### src/rtl/fdiv_pkg.sv
package fdiv_pkg;
    typedef enum logic [1:0] {
        ST_OFF   = 2'd0,
        ST_RUN   = 2'd1,
        ST_SWAP  = 2'd2,
        ST_FAULT = 2'd3
    } fdiv_state_t;
endpackage

### src/rtl/fdiv_cfg_bank.sv
module fdiv_cfg_bank #(
    parameter int CFG_W = 32
) (
    input  logic             clk,
    input  logic             rst_n,
    input  logic             wr_en,
    input  logic             wr_fast,
    input  logic [CFG_W-1:0] wdata,
    input  logic             run_en,
    output logic [CFG_W-1:0] norm_q,
    output logic [CFG_W-1:0] fast_q
);
    logic [1:0]            wr_hit;
    logic [CFG_W-1:0]      bank_q [2];

    assign wr_hit[0] = wr_en && !run_en && !wr_fast;
    assign wr_hit[1] = wr_en && !run_en &&  wr_fast;

    for (genvar b = 0; b < 2; b++) begin : g_reg
        always_ff @(posedge clk or negedge rst_n) begin
            if (!rst_n)
                bank_q[b] <= '0;
            else if (wr_hit[b])
                bank_q[b] <= wdata;
        end
    end

    assign norm_q = bank_q[0];
    assign fast_q = bank_q[1];
endmodule

### src/rtl/fdiv_ctrl.sv
module fdiv_ctrl
    import fdiv_pkg::*;
(
    input  logic        clk,
    input  logic        rst_n,
    input  logic        run_en,
    input  logic        speed_hi,
    input  logic        cfg_bad,
    output fdiv_state_t state_o,
    output logic        advance_o
);
    fdiv_state_t state_q, state_d;
    logic        speed_q;
    logic        speed_moved;

    assign speed_moved = (speed_hi != speed_q);

    always_ff @(posedge clk or negedge rst_n) begin
        if (!rst_n) begin
            state_q <= ST_OFF;
            speed_q <= 1'b0;
        end else begin
            state_q <= state_d;
            speed_q <= speed_hi;
        end
    end

    always_comb begin
        state_d = state_q;
        unique case (state_q)
            ST_OFF: begin
                if (run_en) state_d = cfg_bad ? ST_FAULT : ST_RUN;
            end
            ST_RUN: begin
                if (!run_en)          state_d = ST_OFF;
                else if (speed_moved) state_d = ST_SWAP;
            end
            ST_SWAP: begin
                if (!run_en)          state_d = ST_OFF;
                else if (speed_moved) state_d = ST_SWAP;
                else if (cfg_bad)     state_d = ST_FAULT;
                else                  state_d = ST_RUN;
            end
            ST_FAULT: begin
                if (!run_en)          state_d = ST_OFF;
                else if (speed_moved) state_d = ST_SWAP;
            end
            default: state_d = ST_OFF;
        endcase
    end

    always_comb begin
        advance_o = 1'b0;
        unique case (state_q)
            ST_RUN:   advance_o = run_en && !speed_moved;
            ST_OFF,
            ST_SWAP,
            ST_FAULT: advance_o = 1'b0;
            default:  advance_o = 1'b0;
        endcase
    end

    assign state_o = state_q;
endmodule

### src/rtl/fdiv_accum.sv
module fdiv_accum #(
    parameter int INC_W = 11,
    parameter int DEC_W = 11
) (
    input  logic             clk,
    input  logic             rst_n,
    input  logic             advance,
    input  logic [INC_W-1:0] inc,
    input  logic [DEC_W-1:0] dec,
    output logic [DEC_W:0]   acc_o,
    output logic             tick_o
);
    localparam int ACC_W = DEC_W + 1;
    localparam int SUM_W = ((INC_W > DEC_W) ? INC_W : DEC_W) + 2;

    logic [ACC_W-1:0] acc_q;
    logic [SUM_W-1:0] sum;
    logic [SUM_W-1:0] dec_ext;
    logic             wrap;

    assign sum     = SUM_W'(acc_q) + SUM_W'(inc);
    assign dec_ext = SUM_W'(dec);
    assign wrap    = (sum >= dec_ext);

    always_ff @(posedge clk or negedge rst_n) begin
        if (!rst_n) begin
            acc_q  <= '0;
            tick_o <= 1'b0;
        end else if (!advance) begin
            acc_q  <= '0;
            tick_o <= 1'b0;
        end else if (wrap) begin
            acc_q  <= ACC_W'(sum - dec_ext);
            tick_o <= 1'b1;
        end else begin
            acc_q  <= ACC_W'(sum);
            tick_o <= 1'b0;
        end
    end

    assign acc_o = acc_q;
endmodule

### src/rtl/fdiv_top.sv
module fdiv_top
    import fdiv_pkg::*;
#(
    parameter int CFG_W   = 32,
    parameter int INC_LSB = 16,
    parameter int INC_W   = 11,
    parameter int DEC_LSB = 0,
    parameter int DEC_W   = 11,
    parameter int MIN_DEC = 7
) (
    input  logic             clk,
    input  logic             rst_n,
    input  logic             cfg_wr_en,
    input  logic             cfg_wr_fast,
    input  logic [CFG_W-1:0] cfg_wdata,
    input  logic             run_en,
    input  logic             speed_hi,
    output logic             half_tick_o,
    output logic             cfg_err_o
);
    logic [CFG_W-1:0] norm_q, fast_q;
    logic [CFG_W-1:0] words [2];
    logic [INC_W-1:0] inc_f [2];
    logic [DEC_W-1:0] dec_f [2];
    logic [1:0]       bad_f;
    logic [INC_W-1:0] inc_act;
    logic [DEC_W-1:0] dec_act;
    logic             bad_act;
    logic             advance;
    logic [DEC_W:0]   acc_val;
    fdiv_state_t      state;

    fdiv_cfg_bank #(.CFG_W(CFG_W)) u_bank (
        .clk     (clk),
        .rst_n   (rst_n),
        .wr_en   (cfg_wr_en),
        .wr_fast (cfg_wr_fast),
        .wdata   (cfg_wdata),
        .run_en  (run_en),
        .norm_q  (norm_q),
        .fast_q  (fast_q)
    );

    assign words[0] = norm_q;
    assign words[1] = fast_q;

    for (genvar b = 0; b < 2; b++) begin : g_field
        assign inc_f[b] = words[b][INC_LSB +: INC_W];
        assign dec_f[b] = words[b][DEC_LSB +: DEC_W];
        assign bad_f[b] = (dec_f[b] < DEC_W'(MIN_DEC)) ||
                          (DEC_W'(inc_f[b]) > dec_f[b]);
    end

    assign inc_act = speed_hi ? inc_f[1] : inc_f[0];
    assign dec_act = speed_hi ? dec_f[1] : dec_f[0];
    assign bad_act = speed_hi ? bad_f[1] : bad_f[0];

    fdiv_ctrl u_ctrl (
        .clk       (clk),
        .rst_n     (rst_n),
        .run_en    (run_en),
        .speed_hi  (speed_hi),
        .cfg_bad   (bad_act),
        .state_o   (state),
        .advance_o (advance)
    );

    fdiv_accum #(.INC_W(INC_W), .DEC_W(DEC_W)) u_acc (
        .clk     (clk),
        .rst_n   (rst_n),
        .advance (advance),
        .inc     (inc_act),
        .dec     (dec_act),
        .acc_o   (acc_val),
        .tick_o  (half_tick_o)
    );

    assign cfg_err_o = bad_act;
endmodule

### config.mk
export PLATFORM = sky130hd
export DESIGN_NAME = fdiv_top
export DESIGN_NICKNAME = d
export VERILOG_FILES = /design/src/rtl/fdiv_pkg.sv /design/src/rtl/fdiv_cfg_bank.sv /design/src/rtl/fdiv_ctrl.sv /design/src/rtl/fdiv_accum.sv /design/src/rtl/fdiv_top.sv
export SDC_FILE = /design/constraint.sdc
export NUM_CORES = 1
export LEC_CHECK = 0
export ABC_CLOCK_PERIOD_IN_PS = 6900
export BUFFER_PORTS_ARGS = -buffer_cell sky130_fd_sc_hd__buf_2
export CELL_PAD_IN_SITES_DETAIL_PLACEMENT = 1
export CELL_PAD_IN_SITES_GLOBAL_PLACEMENT = 1
export CORE_ASPECT_RATIO = 0.6
export CORE_MARGIN = 2
export CORE_UTILIZATION = 45
export CTS_CLUSTER_SIZE = 28
export DETAILED_ROUTE_END_ITERATION = 10
export GPL_TIMING_DRIVEN = 1
export HOLD_SLACK_MARGIN = 0.03
export PLACE_DENSITY_LB_ADDON = 0.1
export SYNTH_ARGS = -nofsm -noshare
export SYNTH_HDL_FRONTEND = slang
export SYNTH_SLANG_ARGS = --single-unit
### constraint.sdc
create_clock -name clk -period 6.9 [get_ports clk]
set_input_delay 0.69 -clock clk [delete_from_list [all_inputs] [get_ports clk]]
set_output_delay 0.69 -clock clk [all_outputs]
set_load 0.005 [all_outputs]
=== Word-level counts from Yosys, hierarchy flattened ===
Index checks and enable logic that the tools add are counted.

* Reduce and logical (&&, ||, !) cells: 13
* Eq/ne operators: 6
* Magnitude comparators: 5
* Multiplexer cells: 15
* Add/sub/neg operators: 2

{| class="wikitable"
|+ Operator list
! kind !! count
|-
| two-way mux 12 bit || 2
|-
| > comparator 11 bit || 2
|-
| less-than comparator 11 x 3 -> 1 bit (second input constant) || 2
|-
| two-way mux 11 bit || 2
|-
| adder 12 x 11 -> 13 bit || 1
|-
| greater-or-equal comparator 13 x 11 -> 1 bit || 1
|-
| two-way mux 2 bit || 6
|-
| subtractor 12 x 11 -> 12 bit || 1
|-
| one-hot mux 2 bit (3 select lines) || 1
|-
| equality test 2 bit (second input constant) || 2
|-
| logical AND 1 bit || 4
|-
| logical NOT 1 bit || 3
|-
| two-way mux 1 bit || 3
|-
| != test 3 x 2 -> 1 bit (second input constant) || 1
|-
| OR reduction 3 bit || 1
|-
| equality test 2 x 1 -> 1 bit (second input constant) || 1
|-
| logical NOT 2 bit || 1
|-
| logical OR 1 bit || 2
|-
| != test 2 bit (second input constant) || 1
|-
| one-hot mux 1 bit (2 select lines) || 1
|-
| AND reduction 2 bit || 1
|-
| OR reduction 2 bit || 1
|-
| != test 1 bit || 1
|}

* Bits of input ports: 38
* Word-level logic and storage cells: 47
* Output and inout bits: 2
* Bits in registers: 70

=== Logic depth before layout (Yosys ltp) ===
Gate-level depths: netlist of run 1.

* Word-level depth: 7
* Gate-level depth with buffers: 19

=== Modules after synthesis ===
From an unflattened synthesis of run 1, not the netlist that was laid out.

* Cell total of the unflattened synthesis: 467
* Area total of the unflattened synthesis: 5022.3 um2

{| class="wikitable"
|+ Modules (own cells, without submodules)
! module !! seq. area each (um2) !! area each (um2) !! times used !! cells an instance
|-
| fdiv_cfg_bank || 1601.5 || 2416.1 || 1 || 136
|-
| fdiv_accum || 325.3 || 1634.1 || 1 || 197
|-
| fdiv_top || 0.0 || 844.6 || 1 || 123
|-
| fdiv_ctrl || 75.1 || 127.6 || 1 || 11
|}

=== Worst setup path after synthesis of run 1 ===
No wires, ideal clock.

* Path type: input to register
* Start point: in speed_hi
* End point: reg u_acc.acc_q[6] (netlist: u_acc.acc_o[6])
* Arrival time: 4.668 ns
* Setup slack: 2.097 ns
* Buffers on the path: 3
* Library setup time: 0.134 ns
* Data required time: 6.766 ns
* Cell stages on the path: 18
* Cells stage by stage: clkbuf_1 -> buf_1 -> o21ai_0 -> ha_1 -> fa_1 -> a21o_1 -> a221oi_4 -> o21ai_0 -> a311oi_1 -> xnor2_1 -> ha_1 -> nand2_1 -> nor4_1 -> a2111oi_4 -> o211ai_4 -> buf_6 -> mux2i_1 -> nor2_1

* Cells in the longest elaborated chain, start to end: 5
* Elaborated cells between the ends (all ways): 11

{| class="wikitable"
|+ RTL lines
! item !! line !! RTL
|-
| start: declaration || fdiv_top.sv:17 || <nowiki>input logic speed_hi,</nowiki>
|-
| two-way mux 11 bit or != test 1 bit (tied branches) || fdiv_top.sv:54, fdiv_ctrl.sv:16 ||
|-
| adder 12 x 11 -> 13 bit or logical NOT 1 bit (tied branches) || fdiv_accum.sv:21, fdiv_ctrl.sv:55 ||
|-
| subtractor 12 x 11 -> 12 bit, or another cell as far along || fdiv_accum.sv:33 || <nowiki>acc_q <= ACC_W'(sum - dec_ext);</nowiki>
|-
| two-way mux 12 bit or one-hot mux 1 bit (2 select lines) (tied branches) || fdiv_accum.sv:32, fdiv_ctrl.sv:54 ||
|-
| two-way mux 12 bit * || fdiv_accum.sv:29 || <nowiki>end else if (!advance) begin</nowiki>
|-
| end signal: assignment || fdiv_accum.sv:33 ||
|-
| end signal: assignment || fdiv_accum.sv:36 || <nowiki>acc_q <= ACC_W'(sum);</nowiki>
|-
| end: declaration || fdiv_accum.sv:16 || <nowiki>logic [ACC_W-1:0] acc_q;</nowiki>
|}

Every way passes the cells marked *; elsewhere a longest branch is shown, timed or not.
A chain may end at the register's enable or synchronous reset.

=== Worst setup path in the final report of run 1 ===
* Start point: in speed_hi
* End point: reg u_acc.acc_q[9] (netlist: u_acc.acc_o[9])

The elaborated chain is that of the path after synthesis.

==> results of run 1 <==
-- worst max path at each step --
stage / start / to / slack (ns) / cells after the start
final: speed_hi / u_acc.acc_o[9] / 1.99 / 15
after global routing: speed_hi / u_acc.acc_o[9] / 1.70 / 15
after CTS: speed_hi / u_acc.acc_o[9] / 1.98 / 15
after detailed placement: speed_hi / u_acc.acc_o[9] / 1.65 / 15
after global placement: speed_hi / u_acc.acc_o[10] / 1.68 / 15
after floorplan: speed_hi / u_acc.acc_o[6] / 2.10 / 18
-- metrics by stage --
stage	std cells	total power, mW	hold WS [ns]	setup slack [ns]	instance area (um^2)
2_1_floorplan	411	1.069	0.3944	2.097	4183
3_3_place_gp	548	1.222	0.5201	1.680	4452
3_5_place_dp	548	1.255	0.5304	1.647	4452
4_1_cts	563	1.698	0.5415	1.983	4741
5_1_grt	563	1.819	0.5681	1.704	4741
6_report	563	1.678	0.5193	1.989	4741
-- worst max-delay path, delay by kind of cell --
kind / cells / cell delay [ns]
buffers and inverters: 1 / 0.54
xor gates and xnor gates: 1 / 0.13
adders and majority gates: 2 / 0.79
and+or+nand+nor: 3 / 0.67
muxes: 2 / 0.76
AOI/OAI and AO/OA: 6 / 1.50
-- area by class of cell --
type | instances | share of cell area
clock buffer | 14 | 0.05991
clock inverter | 1 | 0.001056
inverter | 29 | 0.02296
multi-input combinational | 311 | 0.5334
sequential | 60 | 0.3167
tap | 116 | 0.03061
timing repair buffer | 32 | 0.03537
-- synthesized netlist by cell type, types with 5 or more instances --
cell and count:
o21ai_0 25, nor4_1 7, nand2_1 25, mux2i_1 17, xnor2_1 13, ha_1 44, a21oi_1 25, clkbuf_1 6
nand3_1 8, inv_1 29, mux2_2 45, nand4_1 5, dfrtp_1 60, nor2b_1 8, nor2_1 24, a21o_1 9
-- placed cells by master (no fill, tap or decap), types with 7 or more instances in the layout --
cell	synthesis	final
dfrtp_1	60	60
mux2_2	45	45
ha_1	44	44
inv_1	29	29
buf_2	0	29
nand2_1	25	25
a21oi_1	25	25
o21ai_0	25	25
nor2_1	24	24
mux2i_1	17	17
xnor2_1	13	13
a21o_1	9	9
clkbuf_16	0	9
nand3_1	8	8
nor2b_1	8	8
nor4_1	7	7
-- state kept, by name, summed over array words and instances, names as in the netlist --
register	flops
u_acc.acc_o	12
u_ctrl.speed_q	1
u_bank.fast_q	22
u_ctrl.state_o	2
u_acc.tick_o	1
u_bank.norm_q	22
-- where the power goes --
group	internal [mW]	switching, mW
clock network	0.279	0.151
logic	0.350	0.434
registers	0.411	0.0536
-- kinds of logic (layout without fill, tap and decap cells) --
kind of cell	count (synthesis)	in the layout	synth area share
and+or+nand+nor	95	95	0.1116
buffers and inverters	40	76	0.03769
xor gates and xnor gates	17	17	0.03560
AOI/OAI and AO/OA	91	91	0.1532
DFF	60	60	0.3590
muxes	62	62	0.1618
adders and majority gates	46	46	0.1412
-- per-layer routing --
layer / track usage / routed length [um] / up-vias
li1: - / - / 1569
met1: 0.3187 / 5462 / 1568
met2: 0.3574 / 4627 / 39
met3: 0.05317 / 282 / 15
met4: 0.06703 / 132 / 0
met5: 0 / 0 / -
==> results by group, run 1 <==
Status
  • Run status: finished clean

Global routing
  • GRT Total Usage: 0.2294
  • First-pass GRT wire length: 17.55 mm
  • Initial antenna violation count: 0
  • Vias in the first global route: 3398
  • Largest net degree at the start of global routing: 61
  • Overflow after GRT: 0

Logic synthesis
  • Post-synth EDFFs: 0
  • Synth warnings: 0
  • Area leader, netlist: dfrtp_1
  • Synth top area cells: dfrtp_1 36%, ha_1 13%, mux2_2 12%, mux2i_1 4.1%, a21oi_1 3.0%
  • Async set-reset flop share out of synthesis: 1.000
  • Cells after Synth: 411
  • Netlist Area Pre-Place: 4183 um^2
  • Yosys top cell area share: 0.3590
  • Cell variety after synth: 50
  • Top FF cell, synth: dfrtp_1
  • Syn_nets: 495
  • Avg Cell Area, Syn: 10.18 um^2
  • Yosys reg bits: 60
  • Sequential area share after synthesis: 0.3590

Cells and area
  • Layout fillers: 1011
  • P&R area growth vs syn: 13.34%
  • Footprint of the multi-input gates: 2529 um^2
  • Final Util: 0.5217
  • Share of cells above drive strength 1: 0.2260
  • Nets: 527
  • ANT cells: 0
  • Sequential Area: 1501 um^2

Worst setup path
  • RR Startpoint: u_bank.norm_q[16]
  • R2R cell count: 16
  • Kind of start point of the critical path: primary input
  • Maximum fanout along the worst path: 28
  • R2R Setup Slk: 2.57 ns
  • CP required: 7.08 ns
  • Arrival time worst endpoint: 5.09 ns
  • Crit. End Element: register
  • Critical-path cell list: buf_2 -> mux2_2 -> fa_1 -> a21o_1 -> a221oi_4 -> o21ai_0 -> a311oi_1 -> xnor2_1 -> ha_1 -> nand2_1 -> nor4_1 -> a2111oi_4 -> o211ai_4 -> mux2i_1 -> nor2_1
  • Slowest library cell on the worst path: buf_2
  • Crit Path Category: in -> reg
  • Largest stage delay, worst path: 0.54 ns
  • Reg2reg end: u_acc.acc_o[9]

Power and ir drop
  • Power density over the cells: 354.0 nW/um^2
  • Leak Pwr: 2.230 nW
  • Peak supply drop: 148.9 uV

Drt
  • Drt via density: 5.668
  • Aggregate routed wire length: 10.51 mm
  • Vias: 3191
  • Antenna-violating nets left: 0
  • Drc violations: 0
  • Initial DRT Pass Iterations: 4
  • Wire per inst: 18.66 um
  • DR iter-0 viols: 118

Floorplan
  • Die Ht: 78.68 um
  • Row count: 27
  • Initial Util: 0.4603
  • DIE WIDTH: 128.5 um
  • DIE AREA: 10110 um^2
  • Core box area: 9087 um^2
  • # IOs: 40

Timing
  • Max_slew headroom: 0.4607
  • Min Tclk post-route: 4.911 ns
  • Fmax: 0.2036 GHz
  • Measured slew at the worst slew-check pin: 0.8047 ns
  • Final Hold Viols: 0
  • RSZ-0062 raised after global routing: no
  • Final Cycle Share: 0.7117
  • Final setup fails: 0
  • Setup_tns: 0 ns
  • Clock skew: 0.005654 ns
  • Max Slew Vio Count: 0

CTS
  • Clock Tree Root: clkbuf_16
  • Worst-case clock buffer depth: 2
  • Worst-path clk slew: 0.05 ns
  • CTS sink cnt: 60
  • H-tree Lvls: 3
  • CTS Hold Bufs: 0
  • Post-CTS Resized: 0
  • Postcts setup bufs: 0
  • CTS Buf Count: 9
  • CTS tree: built
  • Clk_lat worst skew: 0.33 ns

Placement
  • RD Place Congestion: 0.8957
  • DP Wirelength: 8.022 mm
  • Buffers added on ports: 29

Job
  • Maxcap violations: 0

Hold path
  • Hold Crit Class: in -> async
Note: power is estimated with default switching activity, not from simulation.
==> run 2, diff against run 1 <==
--- a/config.mk
+++ b/config.mk
@@ -5,13 +5,14 @@
 export SDC_FILE = /design/constraint.sdc
 export NUM_CORES = 1
 export LEC_CHECK = 0
-export ABC_CLOCK_PERIOD_IN_PS = 6900
+export ABC_AREA = 1
+export ABC_CLOCK_PERIOD_IN_PS = 4700
 export BUFFER_PORTS_ARGS = -buffer_cell sky130_fd_sc_hd__buf_2
 export CELL_PAD_IN_SITES_DETAIL_PLACEMENT = 1
 export CELL_PAD_IN_SITES_GLOBAL_PLACEMENT = 1
 export CORE_ASPECT_RATIO = 0.6
 export CORE_MARGIN = 2
-export CORE_UTILIZATION = 45
+export CORE_UTILIZATION = 44
 export CTS_CLUSTER_SIZE = 28
 export DETAILED_ROUTE_END_ITERATION = 10
 export GPL_TIMING_DRIVEN = 1
==> constraint.sdc (replaced) <==
create_clock -name clk -period 4.7 [get_ports clk]
set_input_delay 0.47 -clock clk [delete_from_list [all_inputs] [get_ports clk]]
set_output_delay 0.47 -clock clk [all_outputs]
set_load 0.005 [all_outputs]
==> run 2 against run 1 <==
Die area is 6.9% higher. Global-route usage is 4.5 points higher. Critical path type unchanged. Non-clock buffer count is 1 higher. Total power is 35% higher. Clock skew is 0.0013 ns higher. Worst setup slack worse by 1.3 ns. Synthesized cell count is 46% higher. Critical endpoint is now u_acc.acc_o[0]. Clock power is 55% higher. Register-to-register slack worse by 1.7 ns. First-iteration DRC count is 75% higher.
==> results by group, run 2 <==
Global routing
  • Vias in the first global route: 4112
  • GRT Total Usage: 0.2748
  • Largest net degree at the start of global routing: 61
  • Initial antenna violation count: 0
  • First-pass GRT wire length: 22.15 mm
  • Overflow after GRT: 0

Cells and area
  • Most common cell after layout, fill and taps aside: nand2_1
  • Nets: 713
  • Sequential Area: 1501 um^2
  • Layout fillers: 1244
  • Final Util: 0.5067
  • ANT cells: 0
  • Most frequent cells in the layout: 190 x nand2_1, 87 x inv_1, 61 x o21ai_0
  • Final Non-Filler Cells: 769
  • Share of cells above drive strength 1: 0.1025
  • Final Cell Area: 4952 um^2
  • Footprint of the multi-input gates: 2486 um^2
  • P&R area growth vs syn: 12.99%

Power and ir drop
  • Combinational power share: 0.406
  • Power density over the cells: 457.6 nW/um^2
  • Net Switching: 0.9345 mW
  • Switching Fraction: 0.4124
  • Peak supply drop: 216.5 uV
  • P_int: 1.331 mW
  • Leak Pwr: 2.759 nW
  • Seq pwr share: 0.300
  • Total power: 2.266 mW
  • Clock Power Share: 0.293

Floorplan
  • # IOs: 40
  • Die Ht: 81.31 um
  • Row count: 28
  • Initial Util: 0.4484
  • DIE WIDTH: 132.9 um
  • DIE AREA: 10800 um^2
  • Core box area: 9774 um^2

Timing
  • Final Hold Viols: 0
  • Hold slack final: 0.2872 ns
  • Measured slew at the worst slew-check pin: 0.8152 ns
  • Setup_tns: 0 ns
  • Clock skew: 0.006945 ns
  • Fmax: 0.2496 GHz
  • Max_slew headroom: 0.4566
  • RSZ-0062 raised after global routing: no
  • Final setup fails: 0
  • Final Cycle Share: 0.8524
  • Setup WS post-layout: 0.6938 ns
  • Max Slew Vio Count: 0
  • Min Tclk post-route: 4.006 ns

Logic synthesis
  • Netlist Area Pre-Place: 4383 um^2
  • Cells after Synth: 600
  • Syn_nets: 684
  • Sequential area share after synthesis: 0.3426
  • Synth cell count leaders: 190 x nand2_1, 87 x inv_1, 61 x o21ai_0, 60 x dfrtp_1, 44 x ha_1
  • Top FF cell, synth: dfrtp_1
  • Post-synth EDFFs: 0
  • Yosys reg bits: 60
  • Area leader, netlist: dfrtp_1
  • Avg Cell Area, Syn: 7.305 um^2
  • Cell variety after synth: 32
  • Async set-reset flop share out of synthesis: 1.000
  • Yosys top cell area share: 0.3426
  • Most common cell in the netlist: nand2_1
  • Synth top area cells: dfrtp_1 34%, nand2_1 16%, ha_1 13%, inv_1 7.5%, o21ai_0 7.0%
  • Synth warnings: 0

CTS
  • CTS Buf Count: 9
  • Clock Tree Root: clkbuf_16
  • Post-CTS Resized: 0
  • CTS tree: built
  • Worst-path clk slew: 0.06 ns
  • CTS sink cnt: 60
  • H-tree Lvls: 3
  • Worst-case clock buffer depth: 2
  • Postcts setup bufs: 0
  • Clk_lat worst skew: 0.34 ns
  • CTS Hold Bufs: 0

Worst setup path
  • Arrival time worst endpoint: 4.29 ns
  • Most frequent CP cell: nand2_1
  • CP required: 4.98 ns
  • Slowest library cell on the worst path: xor2_1
  • Kind of start point of the critical path: primary input
  • Crit. End Element: register
  • Largest stage delay, worst path: 0.47 ns
  • Maximum fanout along the worst path: 14
  • Crit Path Category: in -> reg
  • Sum of buffers and inverters on the critical path: 2
  • Critical-path cell list: buf_2 -> inv_1 -> nand2_1 -> nand2_1 -> ha_1 -> a21oi_1 -> nand2_1 -> a31oi_1 -> xor2_1 -> ha_1 -> nand2_1 -> nor2_1 -> nand4_1 -> nand3_1 -> nand2_2 -> nand4_4 -> nor2_4 -> nand2_1 -> nand2_1
  • Critical path's top delay family: simple AND/OR/NAND/NOR gates

Drt
  • DR iter-0 viols: 207
  • Vias: 3983
  • Drc violations: 0
  • Wire per inst: 17.91 um
  • Drt via density: 5.179
  • Initial DRT Pass Iterations: 5
  • Aggregate routed wire length: 13.78 mm
  • Antenna-violating nets left: 0

Placement
  • Pre-CTS WS: 0.4220 ns
  • Placement Cell Area: 4658 um^2
  • Buffers added on ports: 29
  • RD Place Congestion: 0.9216
  • DP Wirelength: 10.93 mm
  • Cell count after placement: 753

Status
  • Run status: finished clean

Job
  • Maxcap violations: 0

Hold path
  • Hold Crit Class: in -> async
==> run 2: cell types whose count changed after synthesis, moves of 12 or more <==
cell,previous run,this run
mux2_2,45,0
mux2i_1,17,0
o21ai_0,25,61
nand3_1,8,20
nand2_1,25,190
inv_1,29,87
==> run 2: per-layer routing <==
layer,up-vias,wire (um),GRT usage
met5,-,0,0
met4,0,120,0.04946
met3,10,690,0.05930
met2,73,5578,0.4067
met1,1921,7386,0.4133
li1,1979,-,-
==> run 2: logic make-up after synthesis <==
| family | count (synthesis) | share of synthesized area |
|---|---|---|
| AND/OR/NAND/NOR | 275 | 0.2760 |
| adder cells (fa/ha/maj) | 46 | 0.1347 |
| XOR/XNOR | 19 | 0.03797 |
| flip-flops | 60 | 0.3426 |
| buffers and inverters | 102 | 0.09021 |
| AO/OA/AOI/OAI | 98 | 0.1185 |
==> run 2: worst reg2reg max path, stage by stage (launching register included) <==
cell and delay [ns]:
dfrtp_1 0.39, inv_1 0.08, o21ai_0 0.12, ha_1 0.26
fa_1 0.43, nand3_1 0.12, nand2_1 0.08, nand2_1 0.10
o211ai_2 0.13, nand3_1 0.11, nand2_1 0.07, xor2_1 0.24
ha_1 0.31, a21o_1 0.22, a21oi_1 0.13, nand2_1 0.08
nor2_2 0.17, nand4_4 0.23, nor2_4 0.28, nand2_1 0.10
nand2_1 0.07
==> run 2: worst paths after layout <==
kind	startpoint	slack [ns]	end	cells past startpoint
setup / recovery	speed_hi	0.69	u_acc.acc_o[0]	19
hold / removal	rst_n	0.29	u_bank.norm_q[7]	2
setup reg to reg	u_bank.norm_q[16]	0.90	u_acc.acc_o[0]	20
hold reg to reg	u_bank.fast_q[5]	0.48	u_bank.fast_q[5]	2
max in group asynchronous	rst_n	3.85	u_bank.fast_q[23]	2
min in group clk	cfg_wdata[16]	0.39	u_bank.fast_q[16]	3
==> run 2: layout make-up <==
type                       count  share of cell area
tap                          135             0.03411
inverter                      87             0.06594
multi-input combinational    438              0.5020
sequential                    60              0.3032
clock buffer                  10             0.04624
clock inverter                 6             0.01314
timing repair buffer          33             0.03537
==> run 2: power groups by stage <==
| stage | Combinational [mW] | Sequential (mW) | Clock, mW |
|---|---|---|---|
| 5_1_grt | 1.04 | 0.689 | 0.697 |
| 4_1_cts | 0.919 | 0.678 | 0.672 |
| 6_report | 0.921 | 0.680 | 0.665 |
| 2_1_floorplan | 0.664 | 0.646 | 0 |
| 3_3_place_gp | 0.865 | 0.680 | 0 |
| 3_5_place_dp | 0.910 | 0.685 | 0 |
==> run 3, diff against run 2 <==
--- a/config.mk
+++ b/config.mk
@@ -12,7 +12,7 @@
 export CELL_PAD_IN_SITES_GLOBAL_PLACEMENT = 1
 export CORE_ASPECT_RATIO = 0.6
 export CORE_MARGIN = 2
-export CORE_UTILIZATION = 44
+export CORE_UTILIZATION = 45
 export CTS_CLUSTER_SIZE = 28
 export DETAILED_ROUTE_END_ITERATION = 10
 export GPL_TIMING_DRIVEN = 1
@@ -20,4 +20,5 @@
 export PLACE_DENSITY_LB_ADDON = 0.1
 export SYNTH_ARGS = -nofsm -noshare
 export SYNTH_HDL_FRONTEND = slang
+export SYNTH_HIERARCHICAL = 1
 export SYNTH_SLANG_ARGS = --single-unit
==> run 3 against run 2 <==
Sequential share of layout area shrank 2.2 points. Total power rose by 5.7%. Count of clock-buffer cells in the layout is 1 higher. Critical endpoint is now u_acc/acc_o[1]. Combinational power is 19% higher. Sequential power is 2% lower.
==> results by group, run 3 <==
Floorplan
  • DIE AREA: 11960 um^2
  • DIE WIDTH: 139.9 um
  • Row count: 29
  • Die Ht: 85.52 um
  • Initial Util: 0.4672
  • Core box area: 10670 um^2
  • # IOs: 40

Logic synthesis
  • Syn_nets: 810
  • Netlist Area Pre-Place: 4984 um^2
  • Cells after Synth: 726
  • Avg Cell Area, Syn: 6.864 um^2
  • Synth warnings: 6

CTS
  • Postcts setup bufs: 0
  • Clk_lat worst skew: 0.33 ns
  • Clock Tree Root: clkbuf_16
  • CTS Buf Count: 9
  • CTS tree: built
  • CTS Hold Bufs: 0
  • CTS sink cnt: 60
  • H-tree Lvls: 3
  • Post-CTS Resized: 0
  • Worst-path clk slew: 0.06 ns
  • Worst-case clock buffer depth: 2

Timing
  • Hold slack final: 0.2945 ns
  • RSZ-0062 raised after global routing: no
  • Measured slew at the worst slew-check pin: 1.050 ns
  • Clock skew: 0.009667 ns
  • Min Tclk post-route: 3.970 ns
  • Final setup fails: 0
  • Fmax: 0.2519 GHz
  • Final Hold Viols: 0
  • Max Slew Vio Count: 0
  • Max_slew headroom: 0.2983
  • Setup_tns: 0 ns
  • Final Cycle Share: 0.8447

Worst setup path
  • Critical-path cell list: buf_2 -> o21ai_1 -> ha_1 -> fa_1 -> nand3_1 -> nand3_1 -> nand2_1 -> nand2_1 -> xnor2_1 -> inv_1 -> ha_1 -> nand2_1 -> inv_1 -> a21oi_2 -> nand3_2 -> nand2_2 -> nand3_1 -> nor2_2 -> nor2_1 -> nor2_1
  • Largest stage delay, worst path: 0.45 ns
  • R2R cell count: 20
  • CP required: 4.94 ns
  • Maximum fanout along the worst path: 14
  • Kind of start point of the critical path: primary input
  • Crit Path Category: in -> reg
  • Arrival time worst endpoint: 4.21 ns
  • Slowest library cell on the worst path: fa_1
  • RR Startpoint: u_bank/fast_q[16]
  • Reg2reg end: u_acc/acc_o[1]
  • R2R Setup Slk: 0.82 ns
  • Crit. End Element: register

Placement
  • DP Wirelength: 12.60 mm
  • RD Place Congestion: 0.8741
  • Buffers added on ports: 29

Power and ir drop
  • Leak Pwr: 3.101 nW
  • Peak supply drop: 205.0 uV
  • Power density over the cells: 448.2 nW/um^2

Drt
  • Drc violations: 0
  • Initial DRT Pass Iterations: 5
  • Aggregate routed wire length: 16.32 mm
  • Antenna-violating nets left: 0
  • Wire per inst: 18.59 um
  • DR iter-0 viols: 316
  • Drt via density: 5.518
  • Vias: 4845

Global routing
  • GR Layer Usage met2: 0.4213
  • Vias in the first global route: 4895
  • Overflow after GRT: 0
  • GR Util met1: 0.4454
  • GRT Total Usage: 0.2882
  • Initial antenna violation count: 0
  • GR peak layer: met1
  • Met3 GRT Util: 0.05528
  • First-pass GRT wire length: 26.47 mm
  • Largest net degree at the start of global routing: 61

Cells and area
  • Nets: 819
  • P&R area growth vs syn: 7.281%
  • Most frequent cells in the layout: 264 x nand2_1, 91 x inv_1, 60 x dfrtp_1
  • Most common cell after layout, fill and taps aside: nand2_1
  • ANT cells: 0
  • Layout fillers: 1433
  • Sequential Area: 1501 um^2
  • Share of cells above drive strength 1: 0.1096
  • Footprint of the multi-input gates: 2815 um^2

Hold path
  • Hold Crit Class: in -> async

Job
  • Maxcap violations: 0

Status
  • Run status: finished clean
[run 3: per-layer routing]
layer / vias to the layer above / wire, um
met5: - / 0
li1: 2318 / -
met3: 6 / 1038
met1: 2380 / 8544
met2: 141 / 6636
met4: 0 / 99
[run 3: critical path, delay by kind of cell]
family	cells	cell delay [ns]
AO/OA/AOI/OAI	2	0.30
adder cells (fa/ha/maj)	3	1.12
AND/OR/NAND/NOR	11	1.47
buffers and inverters	3	0.47
XOR/XNOR	1	0.37
[run 3: per-stage QoR]
| stage | std cells | total power [mW] | worst slack [ns] | util | area, um^2 |
|---|---|---|---|---|---|
| final | 878 | 2.396 | 0.7299 | 0.5012 | 5346 |
| after global routing | 878 | 2.576 | 0.4644 | 0.5012 | 5346 |
| after CTS | 878 | 2.385 | 0.7647 | 0.5012 | 5346 |
| after detailed placement | 863 | 1.748 | 0.4397 | 0.4751 | 5069 |
| after global placement | 863 | 1.689 | 0.5236 | 0.4751 | 5069 |
| after floorplan | 726 | 1.444 | 1.229 | - | 4984 |
[run 3: how the worst max path moves through the flow]
stage / from / endpoint / cells past startpoint
after CTS: speed_hi / u_acc/acc_o[2] / 20
after global placement: speed_hi / u_acc/acc_o[1] / 20
after floorplan: speed_hi / u_acc/acc_o[7] / 23
after detailed placement: speed_hi / u_acc/acc_o[2] / 20
final: speed_hi / u_acc/acc_o[1] / 20
after global routing: speed_hi / u_acc/acc_o[2] / 20
[run 3: cell type report]
type	instances	area share
flip-flops and latches	60	0.2808
clock buffers	11	0.04727
well taps	139	0.03253
multi-input cells	526	0.5266
inverters	104	0.07395
repair buffers	34	0.03417
clock inverters	4	0.004681
[run 3: where the power goes]
part	internal (mW)	switching [mW]	total, mW
sequential	0.591	0.0782	0.669
combinational	0.373	0.728	1.10
clock	0.380	0.244	0.625
total	1.35	1.05	2.40
